<file path="src/rtl/cfgp_pkg.sv">
package cfgp_pkg;
  typedef enum logic [1:0] {
    ST_IDLE     = 2'd0,
    ST_CONFIG   = 2'd1,
    ST_READBACK = 2'd2,
    ST_ABORTED  = 2'd3
  } cfgp_state_e;
endpackage

</file>
<file path="src/rtl/cfgp_lane_map.sv">
module cfgp_lane_map #(
  parameter int W = 8
) (
  input  logic [W-1:0] pins,
  output logic [W-1:0] bits
);
  // pin i carries byte bit W-1-i
  for (genvar i = 0; i < W; i++) begin : g_lane
    assign bits[W-1-i] = pins[i];
  end
endmodule

</file>
<file path="src/rtl/cfgp_ctrl.sv">
module cfgp_ctrl
  import cfgp_pkg::*;
(
  input  logic        clk,
  input  logic        rst,
  input  logic        sel_n,
  input  logic        wr_n,
  input  logic        done,
  output cfgp_state_e st,
  output logic        wr_take,
  output logic        rd_take
);
  cfgp_state_e st_nx;
  logic wr_cond, rd_cond;

  assign wr_cond = !sel_n && !wr_n;
  assign rd_cond = !sel_n && wr_n;
  assign wr_take = wr_cond && (st == ST_IDLE || st == ST_CONFIG);
  assign rd_take = rd_cond && (st == ST_READBACK) && !done;

  always_comb begin
    st_nx = st;
    unique case (st)
      ST_IDLE: begin
        if (wr_cond)      st_nx = ST_CONFIG;
        else if (rd_cond) st_nx = ST_READBACK;
      end
      ST_CONFIG: begin
        if (rd_cond)      st_nx = ST_ABORTED;
        else if (done)    st_nx = ST_IDLE;
      end
      ST_READBACK: begin
        if (done)         st_nx = ST_IDLE;
      end
      default:            st_nx = ST_ABORTED;
    endcase
  end

  always_ff @(posedge clk) begin
    if (rst) st <= ST_IDLE;
    else     st <= st_nx;
  end
endmodule

</file>
<file path="src/rtl/cfgp_wr_path.sv">
module cfgp_wr_path #(
  parameter int W = 8
) (
  input  logic         clk,
  input  logic         rst,
  input  logic         take,
  input  logic [W-1:0] pins,
  output logic [W-1:0] data,
  output logic         valid
);
  logic [W-1:0] mapped;

  cfgp_lane_map #(.W(W)) u_map (.pins(pins), .bits(mapped));

  always_ff @(posedge clk) begin
    if (rst) begin
      valid <= 1'b0;
      data  <= '0;
    end else begin
      valid <= take;
      if (take) data <= mapped;
    end
  end
endmodule

</file>
<file path="src/rtl/cfgp_rd_path.sv">
module cfgp_rd_path #(
  parameter int W = 8
) (
  input  logic         clk,
  input  logic         rst,
  input  logic         take,
  input  logic [W-1:0] src,
  output logic [W-1:0] pins,
  output logic         oe
);
  logic [W-1:0] mapped;

  // mapping is its own inverse, so the same lane map serves the outbound side
  cfgp_lane_map #(.W(W)) u_map (.pins(src), .bits(mapped));

  always_ff @(posedge clk) begin
    if (rst) begin
      oe   <= 1'b0;
      pins <= '0;
    end else begin
      oe <= take;
      if (take) pins <= mapped;
    end
  end
endmodule

</file>
<file path="src/rtl/cfg_par_port.sv">
module cfg_par_port
  import cfgp_pkg::*;
#(
  parameter int W = 8
) (
  input  logic         clk,
  input  logic         rst,
  input  logic         sel_n,
  input  logic         wr_n,
  input  logic         done,
  input  logic [W-1:0] bus_in,
  output logic [W-1:0] bus_out,
  output logic         bus_oe,
  output logic [W-1:0] byte_data,
  output logic         byte_valid,
  output logic         rb_req,
  input  logic [W-1:0] rb_data,
  output logic [1:0]   state,
  output logic         aborted
);
  cfgp_state_e st;
  logic wr_take, rd_take;

  cfgp_ctrl u_ctrl (
    .clk(clk), .rst(rst), .sel_n(sel_n), .wr_n(wr_n), .done(done),
    .st(st), .wr_take(wr_take), .rd_take(rd_take)
  );

  cfgp_wr_path #(.W(W)) u_wr (
    .clk(clk), .rst(rst), .take(wr_take), .pins(bus_in),
    .data(byte_data), .valid(byte_valid)
  );

  cfgp_rd_path #(.W(W)) u_rd (
    .clk(clk), .rst(rst), .take(rd_take), .src(rb_data),
    .pins(bus_out), .oe(bus_oe)
  );

  assign rb_req  = rd_take;
  assign state   = st;
  assign aborted = (st == ST_ABORTED);
endmodule

</file>
<file path="config.mk">
export PLATFORM = sky130hd
export DESIGN_NAME = cfg_par_port
export DESIGN_NICKNAME = d
export VERILOG_FILES = /design/src/rtl/cfgp_pkg.sv /design/src/rtl/cfgp_lane_map.sv /design/src/rtl/cfgp_ctrl.sv /design/src/rtl/cfgp_wr_path.sv /design/src/rtl/cfgp_rd_path.sv /design/src/rtl/cfg_par_port.sv
export SDC_FILE = /design/constraint.sdc
export NUM_CORES = 1
export LEC_CHECK = 0
export ABC_AREA = 0
export BUFFER_PORTS_ARGS = -buffer_cell sky130_fd_sc_hd__buf_2
export CORE_ASPECT_RATIO = 0.9
export CORE_MARGIN = 3
export CORE_UTILIZATION = 43
export CTS_CLUSTER_DIAMETER = 100
export DETAILED_ROUTE_END_ITERATION = 7
export GPL_TIMING_DRIVEN = 0
export PLACE_DENSITY = 0.77
export SLEW_MARGIN = 25
export SYNTH_ARGS = -nofsm -noshare
export SYNTH_HDL_FRONTEND = slang
export SYNTH_SLANG_ARGS = --single-unit
</file>
<file path="constraint.sdc">
create_clock -name clk -period 1.4 [get_ports clk]
set_clock_uncertainty 0.05 [all_clocks]
set_input_delay 0.28 -clock clk [delete_from_list [all_inputs] [get_ports clk]]
set_output_delay 0.28 -clock clk [all_outputs]
set_load 0.005 [all_outputs]
</file>
Word level (Yosys, flattened, before mapping):

Index checks and enable logic that the tools add are counted.

* bits in writable memories: 0
* input bits: 21
* bits in latches: 0
* memories: 0
* flip-flop bits (word level): 20
* memory bits (read-only): 0

* $lt $le $gt $ge: 0
* multiplexer cells: 5
* shift operators: 0
* add/subtract/negate cells: 0
* multiply operators: 0
* equality and inequality tests: 4
* div/mod/pow operators: 0
* reductions and logical operators: 10
* bitwise operators: 0

Operator list (number)
* $mux 2: 4
* $pmux 2 s3: 1
* $logic_and 1x1->1: 5
* $eq 2x2->1 const B: 2
* $logic_not 1->1: 3
* $ne 3x1->1 const B: 1
* $eq 2x1->1 const B: 1
* $logic_not 2->1: 1
* $logic_or 1x1->1: 1

Longest topological paths before layout:

* depth in word-level cells: 5
* gate-level depth with buffers: 4
* depth with buffers taken out: 3

By module:

A second synthesis with hierarchy kept.

* cells, all modules: 87
* area total of the unflattened synthesis: 857.1 um^2

Modules (own cells, without submodules)
* cfgp_rd_path: cells an instance 28, seq. area each 180.2 um^2, area an instance 312.8 um^2, instances 1
* cfgp_wr_path: cells an instance 28, seq. area each 180.2 um^2, area an instance 312.8 um^2, instances 1
* cfgp_lane_map: cells an instance 8, seq. area each 0.0 um^2, area an instance 60.1 um^2, instances 2
* cfgp_ctrl: cells an instance 14, seq. area each 40.0 um^2, area an instance 105.1 um^2, instances 1
* cfg_par_port: cells an instance 1, seq. area each 0.0 um^2, area an instance 6.3 um^2, instances 1

Least setup slack after synthesis:

Ideal clock, no wire load.

* kind: register to register
* from: register u_ctrl.st[1]
* to: register u_wr.data[0]
* required time: 1.230 ns
* setup slack: 0.244 ns
* data arrival time: 0.985 ns
* path buffers: 1
* stages on the path, launching flop included: 5
* cell sequence: dfxtp_1 or3_1 buf_2 nand2_1 a21oi_1

* word-level cells in the longest chain between the ends: 3
* elaborated cells on any way between the ends: 4
* classes of those cells: eq/ne (1); reduce/logical (3)

RTL lines
* from (decl): line cfgp_ctrl.sv:9 `output cfgp_state_e st,`
* from (signal assigned): line cfgp_ctrl.sv:41 `else st <= st_nx;`
* $eq 2x1->1 or $logic_not 2->1 (tied branches): line cfgp_ctrl.sv:18 `assign wr_take = wr_cond && (st == ST_IDLE || st == ST_CONFIG);`
* $logic_or 1x1->1 *: line cfgp_ctrl.sv:18
* $logic_and 1x1->1 *: line cfgp_ctrl.sv:18
* to (signal assigned): line cfgp_wr_path.sv:21 `if (take) data <= mapped;`
* to (decl): line cfgp_wr_path.sv:8 `output logic [W-1:0] data,`

Every way passes the cells marked *; elsewhere a longest branch is shown, timed or not.
A chain may end at the register's enable or synchronous reset.

Final worst setup path:

* from: register u_ctrl.st[0]
* to: output port rb_req

* word-level cells in the longest chain between the ends: 3

RTL lines
* $eq 2x2->1: line cfgp_ctrl.sv:19 `assign rd_take = rd_cond && (st == ST_READBACK) && !done;`
* $logic_and 1x1->1 (2 in series): line cfgp_ctrl.sv:19
* to (decl): line cfg_par_port.sv:16 `output logic rb_req,`

Every way passes these cells.

==> impl_metrics.toml <==
[setup_path]
setup.worst_path.end = "rb_req"
cp_max_fo = 2
worstPathRequired_ns = 1.07
critPathKind = "flop to primary output"
path_cells = "nor2_1 > and3_4 > buf_6"
max_stage_delay_ns = 0.34
end_kind = "primary output"
critical-path-slowest-cell = "dfxtp_2"
path_delay_family = "flip-flops"
startpoint_type = "flop"
reg2reg_depth = 5
reg2reg_setup_slack_ns = 0.06
cp.depth = 3
worstPathBufferInverterCount = 1
crit_start = "u_ctrl.st[0]$_SDFFE_PP0P_"
reg2reg_from = "u_ctrl.st[1]$_SDFFE_PP0P_"
crit_arrival_ns = 1.03
r2r_end = "u_wr.data[2]$_SDFFE_PP0P_"

[routing]
ant_nets = 0
wl_um = 1901
dr.pass1.iters = 3
wl_per_cell_um = 11.73
vias = 739
drc_errors = 0
drtIter0Drc = 7
detail_route.vias_per_cell = 4.562

[grt]
track_usage = 0.1649
grt_pass1_wl_um = 2946
grt_pass1_vias = 681
antenna_found_initial = 0
grt.overflow.total = 0
busiest_layer = "met2"
met1_usage = 0.1882
grt.met2_usage = 0.2970
met3_usage = 0.05714
grt_max_degree = 13

[layout]
num-fill-cells = 155
multi_input_area_um2 = 390.4
nets = 160
area_growth_pct = 42.13
final_common_cell = "buf_2"
final_cell_mix = "42 x buf_2, 18 x dfxtp_1, 17 x nand2_1"
drive_gt1_frac = 0.4203
final-seq-area_um2 = 405.4
antenna_cells = 0

[synthesis]
ys_ff_latch = 20
syn-num-nets = 111
yosysWarnings = 0
netlist_instances = 90
avgSynthCellArea_um2 = 9.009
synth.distinct_cells = 19
yosysSeqAreaShare = 0.4938
syn_area_um2 = 810.8

[floorplan]
die_w_um = 51.77
dieArea_um2 = 2443
initial_utilization = 0.4675
num_io_pins = 43
num_rows = 14
core_um2 = 1734
die_h_um = 47.20

[timing]
period_needed_ns = 1.362
final_max_slew_viol_count = 0
setup-tns-final_ns = 0
setup_violations = 0
finalWorstSetupSlack_ns = 0.03761
finalCritPeriodShare = 0.9731
max_clock_freq_mhz = 734.0
fin_hold_ws_ns = 0.1540
worst_pin_slew_ns = 0.3207
rsz0062_at_grt = "yes"
finalHoldViolations = 0
max-slew-margin-rel = 0.7855

[power_and_ir_drop]
switching_share = 0.2094
intPower_mw = 0.9525
power.density_nw_per_um2 = 1045
seq_power_share = 0.496
clkPwrFrac = 0.386
p_leak_nw = 0.5338
ir_drop_mv = 1.249
power_frac_comb = 0.118
power.net_switching_mw = 0.2522

[clocking]
clockBufferDepth = 2
root_buffer = "clkbuf_4"
cts_num_sinks = 20
ctsHoldBuffers = 0
cts_tree = "built"
clock_latency_ns = 0.30
h-tree-depth = 1
clkTransAtPathRegs_ns = 0.11
cts_made_buffers = 3

[run]
maxCapViolCount = 0

[place]
place_hpwl_um = 1408
place_ws_ns = 0.05458
place_congestion = 0.7092
port_buffers = 41

[min_path]
min_path_type = "input port to flop"

[run_status]
status = "finished clean"
## cells by family (layout without fill, tap and decap cells)
kind of cell	count (synthesis)	count (layout)	share of synthesized area
flops	20	20	0.4938
simple gates	44	44	0.2840
buf+inv	6	54	0.04165
compound gates	12	12	0.08180
mux	8	8	0.09877
## routing by layer
layer | share of wire | vias up
met5 | 0 | -
met4 | 0.0063 | 0
met3 | 0.056 | 2
met2 | 0.53 | 17
met1 | 0.41 | 333
li1 | - | 387
## worst min-delay path: stages
cell and delay [ns]:
buf_2 0.09, nand2_1 0.04, a21oi_1 0.05
## stage by stage
step,std cells,total power [mW],util,area (um^2)
4_1_cts,163,1.221,0.6537,1134
2_1_floorplan,90,0.6751,-,810.8
6_report,162,1.205,0.6645,1152
3_3_place_gp,155,0.7315,0.6032,1046
3_5_place_dp,155,0.7369,0.6032,1046
5_1_grt,162,1.270,0.6645,1152
## how the worst min path moves through the flow
stage	start	end	slack (ns)	cells past startpoint
after global routing	bus_in[1]	u_wr.data[6]$_SDFFE_PP0P_	0.13	3
final	bus_in[1]	u_wr.data[6]$_SDFFE_PP0P_	0.15	3
after CTS	bus_in[1]	u_wr.data[6]$_SDFFE_PP0P_	0.14	3
after floorplan	bus_in[7]	u_wr.data[0]$_SDFFE_PP0P_	0.37	2
after detailed placement	u_wr.data[6]$_SDFFE_PP0P_	u_wr.data[6]$_SDFFE_PP0P_	0.39	2
after global placement	u_wr.data[6]$_SDFFE_PP0P_	u_wr.data[6]$_SDFFE_PP0P_	0.39	2
## sequential cells by signal, summed over array words and instances (netlist names)
name / flops
u_rd.pins: 8
u_wr.data: 8
u_ctrl.st: 2
u_rd.oe: 1
u_wr.valid: 1
## power by group through the flow
| stage | clock network (mW) | logic, mW | registers (mW) |
|---|---|---|---|
| 2_1_floorplan | 0 | 0.0604 | 0.615 |
| 3_3_place_gp | 0 | 0.119 | 0.613 |
| 3_5_place_dp | 0 | 0.123 | 0.614 |
| 4_1_cts | 0.487 | 0.138 | 0.596 |
| 5_1_grt | 0.511 | 0.159 | 0.600 |
| 6_report | 0.465 | 0.142 | 0.597 |
## cells in the mapped netlist
cell type  count  area [um^2]
a21o_1         1        7.510
a21oi_1        8        40.04
a21oi_2        1        8.760
and2_1         1        6.260
and3_1         1        6.260
buf_2          3        15.01
buf_6          1        11.26
clkbuf_1       1        3.750
dfxtp_1       20        400.4
inv_1          1        3.750
mux2i_1        8        80.08
nand2_1       17        63.81
nand2b_1      16        100.1
nand3b_1       1        7.510
nor2_1         3        11.26
nor2b_1        2        12.51
nor3_2         1        10.01
o21ai_0        2        10.01
or3_1          2        12.51
## repair_timing
item	CTS	global route
endpoints found under the setup margin	1	4
gates resized for setup	3	6
pin swaps	2	2
endpoints found under the hold margin	0	0
setup buffers	4	0
## cell type report
cell class	count	share of cell area
sequential	20	0.3518
clock inverter	1	0.02606
clock buffer	3	0.01954
buffer	4	0.01629
tap	24	0.02606
inverter	1	0.003257
multi-input combinational	64	0.3388
timing repair buffer	45	0.2182
(Power assumes the default switching activity.)
